$ cat src/rtl/mpc_pkg.sv
// Shared types for the macro/micro program counter.
// Assumes: command inputs are decoded to one action per cycle.
package mpc_pkg;

    typedef enum logic [1:0] {
        ACT_HOLD = 2'd0,
        ACT_STEP = 2'd1,
        ACT_END  = 2'd2,
        ACT_LOAD = 2'd3
    } mpc_act_e;

    // Pick the single winning action: load, then end, then step.
    function automatic mpc_act_e pick_action(input logic ld, input logic en, input logic st);
        if (ld)      return ACT_LOAD;
        else if (en) return ACT_END;
        else if (st) return ACT_STEP;
        else         return ACT_HOLD;
    endfunction

endpackage

$ cat src/rtl/mpc_cmd_decode.sv
// Reduces the three command strobes to one prioritized action.
// Assumes: strobes may overlap freely; priority resolves them.
module mpc_cmd_decode
    import mpc_pkg::*;
(
    input  logic     load_i,
    input  logic     end_i,
    input  logic     step_i,
    output mpc_act_e act_o
);

    // Priority selection of the action for this cycle.
    always_comb begin
        act_o = pick_action(load_i, end_i, step_i);
    end

endmodule

$ cat src/rtl/mpc_addr_pair.sv
// Holds the current and next instruction address.
// Assumes: INST_BYTES is the fixed instruction size; sums wrap at ADDR_W.
module mpc_addr_pair
    import mpc_pkg::*;
#(
    parameter int ADDR_W     = 32,
    parameter int INST_BYTES = 4
) (
    input  logic              clk,
    input  logic              rst_n,
    input  mpc_act_e          act_i,
    input  logic [ADDR_W-1:0] load_addr_i,
    input  logic              npc_wr_i,
    input  logic [ADDR_W-1:0] npc_wdata_i,
    output logic [ADDR_W-1:0] pc_o,
    output logic [ADDR_W-1:0] npc_o
);

    localparam logic [ADDR_W-1:0] STRIDE = ADDR_W'(INST_BYTES);

    logic [ADDR_W-1:0] pc_q, npc_q;
    logic [ADDR_W-1:0] pc_d, npc_d;

    // Next-state of the address pair: action first, then redirect write.
    always_comb begin
        pc_d  = pc_q;
        npc_d = npc_q;
        case (act_i)
            ACT_LOAD: begin
                pc_d  = load_addr_i;
                npc_d = load_addr_i + STRIDE;
            end
            ACT_END: begin
                pc_d  = npc_q;
                npc_d = npc_q + STRIDE;
            end
            default: ;
        endcase
        if (npc_wr_i) begin
            npc_d = npc_wdata_i;
        end
    end

    // Address registers with synchronous active-low reset.
    always_ff @(posedge clk) begin
        if (!rst_n) begin
            pc_q  <= '0;
            npc_q <= '0;
        end else begin
            pc_q  <= pc_d;
            npc_q <= npc_d;
        end
    end

    assign pc_o  = pc_q;
    assign npc_o = npc_q;

endmodule

$ cat src/rtl/mpc_uidx_pair.sv
// Holds the current and next micro-op index.
// Assumes: index arithmetic wraps at UIDX_W.
module mpc_uidx_pair
    import mpc_pkg::*;
#(
    parameter int UIDX_W = 8
) (
    input  logic              clk,
    input  logic              rst_n,
    input  mpc_act_e          act_i,
    input  logic              nupc_wr_i,
    input  logic [UIDX_W-1:0] nupc_wdata_i,
    output logic [UIDX_W-1:0] upc_o,
    output logic [UIDX_W-1:0] nupc_o
);

    localparam logic [UIDX_W-1:0] ONE = UIDX_W'(1);

    logic [UIDX_W-1:0] upc_q, nupc_q;
    logic [UIDX_W-1:0] upc_d, nupc_d;

    // Next-state of the index pair: action first, then redirect write.
    always_comb begin
        upc_d  = upc_q;
        nupc_d = nupc_q;
        case (act_i)
            ACT_LOAD, ACT_END: begin
                upc_d  = '0;
                nupc_d = ONE;
            end
            ACT_STEP: begin
                upc_d  = nupc_q;
                nupc_d = nupc_q + ONE;
            end
            default: ;
        endcase
        if (nupc_wr_i) begin
            nupc_d = nupc_wdata_i;
        end
    end

    // Index registers with synchronous active-low reset.
    always_ff @(posedge clk) begin
        if (!rst_n) begin
            upc_q  <= '0;
            nupc_q <= '0;
        end else begin
            upc_q  <= upc_d;
            nupc_q <= nupc_d;
        end
    end

    assign upc_o  = upc_q;
    assign nupc_o = nupc_q;

endmodule

$ cat src/rtl/mpc_seq_detect.sv
// Flags that the next address or next index is not the sequential successor.
// Assumes: inputs come straight from registers; output is combinational.
module mpc_seq_detect #(
    parameter int ADDR_W     = 32,
    parameter int UIDX_W     = 8,
    parameter int INST_BYTES = 4
) (
    input  logic [ADDR_W-1:0] pc_i,
    input  logic [ADDR_W-1:0] npc_i,
    input  logic [UIDX_W-1:0] upc_i,
    input  logic [UIDX_W-1:0] nupc_i,
    output logic              redirect_o
);

    localparam logic [ADDR_W-1:0] STRIDE = ADDR_W'(INST_BYTES);
    localparam logic [UIDX_W-1:0] ONE    = UIDX_W'(1);

    logic [ADDR_W-1:0] addr_succ;
    logic [UIDX_W-1:0] uidx_succ;

    // Sequential successors and their comparison.
    always_comb begin
        addr_succ  = pc_i + STRIDE;
        uidx_succ  = upc_i + ONE;
        redirect_o = (npc_i != addr_succ) || (nupc_i != uidx_succ);
    end

endmodule

$ cat src/rtl/mpc_state.sv
// Top: macro and micro program counter state.
// Assumes: one action per cycle after priority; direct writes override the
// next values that the action produces.
module mpc_state
    import mpc_pkg::*;
#(
    parameter int ADDR_W     = 32,
    parameter int UIDX_W     = 8,
    parameter int INST_BYTES = 4
) (
    input  logic              clk,
    input  logic              rst_n,
    input  logic              load_i,
    input  logic [ADDR_W-1:0] load_addr_i,
    input  logic              step_i,
    input  logic              end_i,
    input  logic              npc_wr_i,
    input  logic [ADDR_W-1:0] npc_wdata_i,
    input  logic              nupc_wr_i,
    input  logic [UIDX_W-1:0] nupc_wdata_i,
    output logic [ADDR_W-1:0] pc_o,
    output logic [ADDR_W-1:0] npc_o,
    output logic [UIDX_W-1:0] upc_o,
    output logic [UIDX_W-1:0] nupc_o,
    output logic [UIDX_W-1:0] micro_pc_o,
    output logic              branching_o
);

    mpc_act_e act;

    mpc_cmd_decode u_dec (
        .load_i (load_i),
        .end_i  (end_i),
        .step_i (step_i),
        .act_o  (act)
    );

    mpc_addr_pair #(
        .ADDR_W     (ADDR_W),
        .INST_BYTES (INST_BYTES)
    ) u_addr (
        .clk         (clk),
        .rst_n       (rst_n),
        .act_i       (act),
        .load_addr_i (load_addr_i),
        .npc_wr_i    (npc_wr_i),
        .npc_wdata_i (npc_wdata_i),
        .pc_o        (pc_o),
        .npc_o       (npc_o)
    );

    mpc_uidx_pair #(
        .UIDX_W (UIDX_W)
    ) u_uidx (
        .clk          (clk),
        .rst_n        (rst_n),
        .act_i        (act),
        .nupc_wr_i    (nupc_wr_i),
        .nupc_wdata_i (nupc_wdata_i),
        .upc_o        (upc_o),
        .nupc_o       (nupc_o)
    );

    mpc_seq_detect #(
        .ADDR_W     (ADDR_W),
        .UIDX_W     (UIDX_W),
        .INST_BYTES (INST_BYTES)
    ) u_seq (
        .pc_i       (pc_o),
        .npc_i      (npc_o),
        .upc_i      (upc_o),
        .nupc_i     (nupc_o),
        .redirect_o (branching_o)
    );

    // The exported micro-PC is the current micro-index.
    assign micro_pc_o = upc_o;

endmodule

$ cat config.mk
export PLATFORM = sky130hd
export DESIGN_NAME = mpc_state
export DESIGN_NICKNAME = d
export VERILOG_FILES = /design/src/rtl/mpc_pkg.sv /design/src/rtl/mpc_cmd_decode.sv /design/src/rtl/mpc_addr_pair.sv /design/src/rtl/mpc_uidx_pair.sv /design/src/rtl/mpc_seq_detect.sv /design/src/rtl/mpc_state.sv
export SDC_FILE = /design/constraint.sdc
export NUM_CORES = 1
export LEC_CHECK = 0
export CAP_MARGIN = 20
export CORE_MARGIN = 2
export CORE_UTILIZATION = 35
export DETAILED_ROUTE_END_ITERATION = 10
export MAX_ROUTING_LAYER = met4
export SYNTH_ARGS = -nofsm -noshare
export SYNTH_HDL_FRONTEND = slang
export SYNTH_SLANG_ARGS = --single-unit
$ cat constraint.sdc
create_clock -name clk -period 4.9 [get_ports clk]
set_input_delay 0.49 -clock clk [delete_from_list [all_inputs] [get_ports clk]]
set_output_delay 0.49 -clock clk [all_outputs]
set_load 0.02 [all_outputs]
==> results_dict.tcl, run 1 <==
set metrics [dict create \
    max_slew_margin_pct 31.1 \
    worst-r2r-setup-slack_ns 1.98 \
    drtAntennaViolNets 0 \
    overall_global_routing_resource_usage_pct 23.8 \
    maximum_number_of_pins_on_one_net_before_global_route_repair 77 \
    fmaxAchievable_ghz 0.224 \
    finalClockSkew_ns 0.0123 \
    timing.final.crit_share_pct 91.2 \
    floorplan.initialDensity_pct 35.6 \
    drt_drc_violations_left 0 \
    post_route_cells_drive_above_1_share_pct 5.33 \
    finalHoldViolations 0 \
    fillers 1766 \
    dr.pass1.iters 5 \
    async_reset_ff_share_pct 0 \
    rsz0062_at_grt "no" \
    r2r.worst_path.cells 8 \
    crit_fanout 8 \
    post_cts_hold_buffer_count 0 \
    final_nets 1016 \
    core_area_um2 17200 \
    detailedRoute.firstIterationViolations 435 \
    design.die.area_um2 18600 \
    clock_tree.htree_level_count 3 \
    yosysSeqAreaShare_pct 26.2 \
    flop_pwr_share_pct 36.4 \
    top_level_ports 168 \
    grt_pass1_wl_um 33100 \
    worst_hold_path_stage_count 3 \
    number_of_enable_flip_flop_cells_after_synthesis 0 \
    power.switching_mw 0.654 \
    most_common_cell_after_layout_fill_and_taps_aside "sky130_fd_sc_hd__clkdlybuf4s50_1" \
    sum_of_negative_setup_slack_ns 0 \
    nets_in_the_synthesized_netlist 880 \
    count_of_final_max_slew_check_failures 0 \
    num_vias 6290 \
    synthFlopType "sky130_fd_sc_hd__dfxtp_1" \
    combPwrFrac_pct 24.6 \
    worst_r2r_startpoint "u_addr.npc_o[10]" \
    critical_path_class "flop to output pin" \
    min_to "u_addr.npc_o[0]" \
    number_of_setup_violations_in_the_final_report 0 \
    cts_num_sinks 80 \
    drv.max_cap_violation_count 0 \
    final_period_minus_worst_setup_slack_ns 4.47 \
    post-cts-setup-buffers 0 \
    sequential_cell_area_um2 1600 \
    synthCells 797 \
    critical_path_arrival_ns 3.98 \
    die_h_um 136 \
    die_w_um 136 \
    switching_share_pct 30.8 \
    synthDominantCellAreaShare_pct 26.2 \
    critical_path.reg2reg.endpoint "u_addr.npc_o[23]" \
    pwr_density_cell_nw_per_um2 258 \
    via_count_of_the_first_global_routing_pass 5846 \
    clock_tree_from_tritoncts "yes" \
    synthDistinctLibCells 66 \
    worstSetupStartpointType "flop" \
    synth_warnings 0 \
    rows 48 \
    leakagePower_nw 3.13 \
    clock-root-buffer "sky130_fd_sc_hd__clkbuf_16" \
    final_cell_mix "sky130_fd_sc_hd__clkdlybuf4s50_1 (165), sky130_fd_sc_hd__nor2_1 (95), sky130_fd_sc_hd__nand2_1 (91)" \
    multi_input_comb_area_um2 4210 \
    ys_seq_elements 80 \
    drt-total-wl_um 21400 \
    synth.top_cells.by_area "sky130_fd_sc_hd__dfxtp_1 (26%), sky130_fd_sc_hd__xnor2_1 (9.6%), sky130_fd_sc_hd__mux2i_1 (7.5%)" \
    hold_class "input pin to flop" \
    syn-mean-instance-area_um2 7.68 \
    run_status "completed" \
    number_of_buffers_created_by_cts 9 \
    min_from "load_i" \
    antenna_violations_before_repair 0 \
    setup.worst_path.end_class "output pin" \
    clk_latency_ns 0.37 \
    power.internal_mw 1.47 \
    synthesis.area_um2 6120 \
    share_clk_of_total_power_pct 39.0 \
    cp_data_required_time_ns 4.41 \
    cts_resized 0 \
    gp_congestion 0.983 \
    post_dr_vias_cell 5.41 \
    hpwl_um 15700 \
    syn2layout_area_growth_pct 34.8 \
    synth_top_area_cell "sky130_fd_sc_hd__dfxtp_1" \
    irDropWorstVdd_uv 197 \
    worstMarginPinSlew_ns 1.03 \
    fin_ws_ns 0.431 \
    grt_overflow 0 \
    dp_worst_setup_slack_ns 0.802 \
    clkSlewWorstSetupHoldPaths_ns 0.06 \
    port-buffer-count 167 \
    wl_per_cell_um 18.4 \
    antenna-diode-count 0 \
    max-clock-path-buffers 2 \
]
==> sequential cells by signal (all words and copies together) (netlist names) <==
signal         count
u_addr.pc_o       32
u_uidx.upc_o       8
u_uidx.nupc_o      8
u_addr.npc_o      32
==> final cells by class <==
class                           instances  share of cell area [%]
Clock buffer                           11                    3.06
Clock inverter                          5                    1.24
Inverter                               11                   0.500
Multi-Input combinational cell        650                    51.0
Sequential cell                        80                    19.4
Tap cell                              225                    3.41
Timing Repair Buffer                  181                    21.4
==> cell usage after synthesis (3+ instances only) <==
master	number
sky130_fd_sc_hd__a211oi_1	10
sky130_fd_sc_hd__a21oi_1	55
sky130_fd_sc_hd__a22o_1	3
sky130_fd_sc_hd__a22oi_1	7
sky130_fd_sc_hd__a311oi_1	3
sky130_fd_sc_hd__a31oi_1	15
sky130_fd_sc_hd__and2_1	6
sky130_fd_sc_hd__and3_1	16
sky130_fd_sc_hd__and4_1	4
sky130_fd_sc_hd__and4b_1	4
sky130_fd_sc_hd__buf_1	3
sky130_fd_sc_hd__buf_2	4
sky130_fd_sc_hd__buf_4	9
sky130_fd_sc_hd__buf_6	3
sky130_fd_sc_hd__clkbuf_1	35
sky130_fd_sc_hd__dfxtp_1	80
sky130_fd_sc_hd__ha_1	4
sky130_fd_sc_hd__inv_1	10
sky130_fd_sc_hd__mux2_2	5
sky130_fd_sc_hd__mux2i_1	46
sky130_fd_sc_hd__nand2_1	91
sky130_fd_sc_hd__nand2b_1	6
sky130_fd_sc_hd__nand3_1	34
sky130_fd_sc_hd__nand4_1	17
sky130_fd_sc_hd__nor2_1	95
sky130_fd_sc_hd__nor2b_1	4
sky130_fd_sc_hd__nor3_1	14
sky130_fd_sc_hd__nor4_1	6
sky130_fd_sc_hd__o211a_1	4
sky130_fd_sc_hd__o211ai_1	11
sky130_fd_sc_hd__o21ai_0	33
sky130_fd_sc_hd__o22ai_1	6
sky130_fd_sc_hd__o31ai_1	3
sky130_fd_sc_hd__xnor2_1	67
sky130_fd_sc_hd__xor2_1	40
==> critical path, cell delays in order, from the launching register on <==
cell and delay, ns:
sky130_fd_sc_hd__dfxtp_1 0.46, sky130_fd_sc_hd__ha_1 0.30, sky130_fd_sc_hd__and2_1 0.20, sky130_fd_sc_hd__nand2_1 0.07, sky130_fd_sc_hd__or4_1 0.58, sky130_fd_sc_hd__xnor2_2 0.21
sky130_fd_sc_hd__nand4_1 0.10, sky130_fd_sc_hd__or4_1 0.53, sky130_fd_sc_hd__nor4_1 0.35, sky130_fd_sc_hd__o2111ai_1 0.23, sky130_fd_sc_hd__clkdlybuf4s50_1 0.59
==> per-stage QoR <==
stage	instance area [um2]	power [mW]	std cells	hold slack (ns)	utilization (%)
detailed placement	7900	1.31	1147	0.538	46.0
global route	8250	2.21	1163	0.535	48.0
global placement	7900	1.31	1147	0.531	46.0
floorplan	6120	1.07	797	0.593	-
CTS	8250	2.13	1163	0.495	48.0
finish	8250	2.13	1163	0.510	48.0
==> metal layers <==
metal  GRT usage (%)  part of all wire (%)  vias up
met5               -                     0        -
met4            5.90                   1.2        0
met3            4.70                   7.2       17
met2            37.5                    46      249
met1            31.3                    46     2925
li1                -                     -     3099
==> worst max-delay path by stage <==
stage | startpoint | to | slack [ns] | cells after the start
after global routing | u_addr.pc_o[2] | branching_o | 0.20 | 10
after detailed placement | u_addr.pc_o[2] | branching_o | 0.80 | 10
after CTS | u_addr.pc_o[2] | branching_o | 0.41 | 10
final | u_addr.pc_o[2] | branching_o | 0.43 | 10
after global placement | u_addr.pc_o[2] | branching_o | 0.83 | 10
after floorplan | load_i | u_addr.npc_o[28] | 1.38 | 16
==> power by group through the flow <==
stage / combinational, mW / sequential [mW] / clock [mW]
floorplan: 0.262 / 0.807 / 0
global placement: 0.520 / 0.788 / 0
detailed placement: 0.520 / 0.788 / 0
CTS: 0.523 / 0.774 / 0.837
global route: 0.565 / 0.782 / 0.861
finish: 0.522 / 0.774 / 0.829
==> logic make-up (layout without fill, tap and decap cells) <==
family,after synthesis,after routing,synth area share [%]
compound gates,167,167,17.3
xor+xnor,108,108,15.6
fa+ha+maj,5,5,0.981
buf+inv,67,208,5.15
flops,80,80,26.2
mux,53,53,9.18
simple gates,317,317,25.6
(Power assumes the default switching activity.)
==> run 2: changes to the inputs <==
--- a/config.mk
+++ b/config.mk
@@ -5,7 +5,7 @@
 export SDC_FILE = /design/constraint.sdc
 export NUM_CORES = 1
 export LEC_CHECK = 0
-export CAP_MARGIN = 20
+export CAP_MARGIN = 10
 export CORE_MARGIN = 2
 export CORE_UTILIZATION = 35
 export DETAILED_ROUTE_END_ITERATION = 10
==> constraint.sdc (replaced) <==
create_clock -name clk -period 5.4 [get_ports clk]
set_input_delay 0.54 -clock clk [delete_from_list [all_inputs] [get_ports clk]]
set_output_delay 0.54 -clock clk [all_outputs]
set_load 0.02 [all_outputs]
==> results_dict.tcl, run 2 (synthesis results as in run 1) <==
set metrics [dict create \
    die_w_um 136 \
    syn2layout_area_growth_pct 32.9 \
    share_clk_of_total_power_pct 31.8 \
    crit_fanout 8 \
    timing.final.crit_share_pct 85.0 \
    final_cell_mix "sky130_fd_sc_hd__clkdlybuf4s50_1 (165), sky130_fd_sc_hd__nor2_1 (95), sky130_fd_sc_hd__nand2_1 (91)" \
    post_cts_hold_buffer_count 0 \
    finalHoldViolations 0 \
    floorplan.initialDensity_pct 35.6 \
    gp_congestion 0.938 \
    post-cts-setup-buffers 0 \
    final_period_minus_worst_setup_slack_ns 4.59 \
    count_of_final_max_slew_check_failures 0 \
    detailedRoute.firstIterationViolations 470 \
    fmaxAchievable_ghz 0.218 \
    drv.max_cap_violation_count 0 \
    run_status "completed" \
    drt-total-wl_um 21300 \
    cp_data_required_time_ns 4.86 \
    max_slew_margin_pct 33.0 \
    leakagePower_nw 3.07 \
    final_core_utilization_pct 47.4 \
    antenna_violations_before_repair 0 \
    irDropWorstVdd_uv 181 \
    number_of_setup_violations_in_the_final_report 0 \
    post_route_cells_drive_above_1_share_pct 4.59 \
    critPathBufInv 1 \
    worst_path_most_repeated_cell "sky130_fd_sc_hd__or4_1" \
    overall_global_routing_resource_usage_pct 23.8 \
    clkSlewWorstSetupHoldPaths_ns 0.06 \
    number_of_buffers_created_by_cts 9 \
    clock-root-buffer "sky130_fd_sc_hd__clkbuf_16" \
    most_common_cell_after_layout_fill_and_taps_aside "sky130_fd_sc_hd__clkdlybuf4s50_1" \
    hpwl_um 15700 \
    rows 48 \
    rsz0062_at_grt "no" \
    clock_tree.htree_level_count 3 \
    antenna-diode-count 0 \
    combPwrFrac_pct 27.4 \
    num_vias 6318 \
    pwr_density_cell_nw_per_um2 212 \
    drt_drc_violations_left 0 \
    core_area_um2 17200 \
    grt_overflow 0 \
    cts_num_sinks 80 \
    port-buffer-count 167 \
    critPathMaxStageDelay_ns 0.60 \
    clock_tree_from_tritoncts "yes" \
    design.die.area_um2 18600 \
    worstSetupStartpointType "flop" \
    slowest_stage "sky130_fd_sc_hd__clkdlybuf4s50_1" \
    top_level_ports 168 \
    maximum_number_of_pins_on_one_net_before_global_route_repair 54 \
    power.switching_mw 0.558 \
    critical_path_arrival_ns 4.05 \
    die_h_um 136 \
    switching_share_pct 32.3 \
    fillers 1752 \
    dr.pass1.iters 5 \
    flop_pwr_share_pct 40.8 \
    via_count_of_the_first_global_routing_pass 5972 \
    wl_per_cell_um 18.4 \
    hold_class "flop to flop" \
    clk_latency_ns 0.34 \
    finalClockSkew_ns 0.00644 \
    sum_of_negative_setup_slack_ns 0 \
    cp_top_family "simple AND/OR/NAND/NOR gates" \
    critical_path_class "flop to output pin" \
    final_nets 1015 \
    path_cells "ha_1, and2_1, nand2_1, or4_1, xnor2_2, nand4_1, or4_1, nor4_1, o2111ai_1, clkdlybuf4s50_1" \
    power.internal_mw 1.17 \
    drtAntennaViolNets 0 \
    setup.worst_path.end_class "output pin" \
    max-clock-path-buffers 2 \
    cts_resized 0 \
    grt_pass1_wl_um 33500 \
    power_mw 1.73 \
    worstMarginPinSlew_ns 0.997 \
    post_dr_vias_cell 5.44 \
]
-- run 2: path summary, 6_finish.rpt --
path	startpoint	end	slack, ns	depth (start not counted)
worst min-delay path	u_addr.npc_o[1]	u_addr.npc_o[1]	0.55	2
worst max register to register	u_addr.npc_o[10]	u_addr.npc_o[23]	2.52	8
worst max-delay path	u_addr.pc_o[2]	branching_o	0.81	10
worst min register to register	u_addr.npc_o[1]	u_addr.npc_o[1]	0.55	2
-- run 2: tightest hold or removal path, delay by kind of cell (launching register included) --
kind             cells  cell delay (ns)
AO/OA/AOI/OAI        1             0.08
AND/OR/NAND/NOR      1             0.08
flip-flops           1             0.34
-- run 2: layout make-up --
cell class	instances	area [um2]	area share (%)
multi-input combinational	650	4210	51.7
timing repair buffer	180	1760	21.6
sequential	80	1600	19.7
tap	225	282	3.46
clock buffer	14	244	3.00
inverter	11	41.3	0.507
clock inverter	1	5.00	0.0615
-- run 2: power groups by stage --
stage / sequential (mW) / combinational (mW) / clock, mW
floorplan: 0.732 / 0.238 / 0
global placement: 0.715 / 0.470 / 0
detailed placement: 0.715 / 0.471 / 0
CTS: 0.703 / 0.473 / 0.562
global route: 0.711 / 0.513 / 0.583
finish: 0.704 / 0.473 / 0.549
-- run 2: per-layer routing --
layer / wire, um / vias up / track usage [%]
met1: 9720 / 2961 / 30.6
met5: 0 / - / -
li1: - / 3104 / -
met2: 9770 / 223 / 38.1
met3: 1420 / 30 / 4.44
met4: 404 / 0 / 6.89
-- run 2: stage by stage --
step                hold WS, ns  setup WS (ns)  cells  instance area, um2
global route              0.585          0.696   1161                8140
global placement          0.530           1.30   1146                7890
floorplan                 0.593           1.83    797                6120
finish                    0.548          0.808   1161                8140
CTS                       0.545          0.844   1161                8140
detailed placement        0.537           1.23   1146                7890
==> run 3: changes to the inputs <==
--- a/config.mk
+++ b/config.mk
@@ -9,6 +9,7 @@
 export CORE_MARGIN = 2
 export CORE_UTILIZATION = 35
 export DETAILED_ROUTE_END_ITERATION = 10
+export GPL_ROUTABILITY_DRIVEN = 1
 export MAX_ROUTING_LAYER = met4
 export SYNTH_ARGS = -nofsm -noshare
 export SYNTH_HDL_FRONTEND = slang
==> results of run 3 <==
Final layout, timing and power as in run 2 (identical DEF).
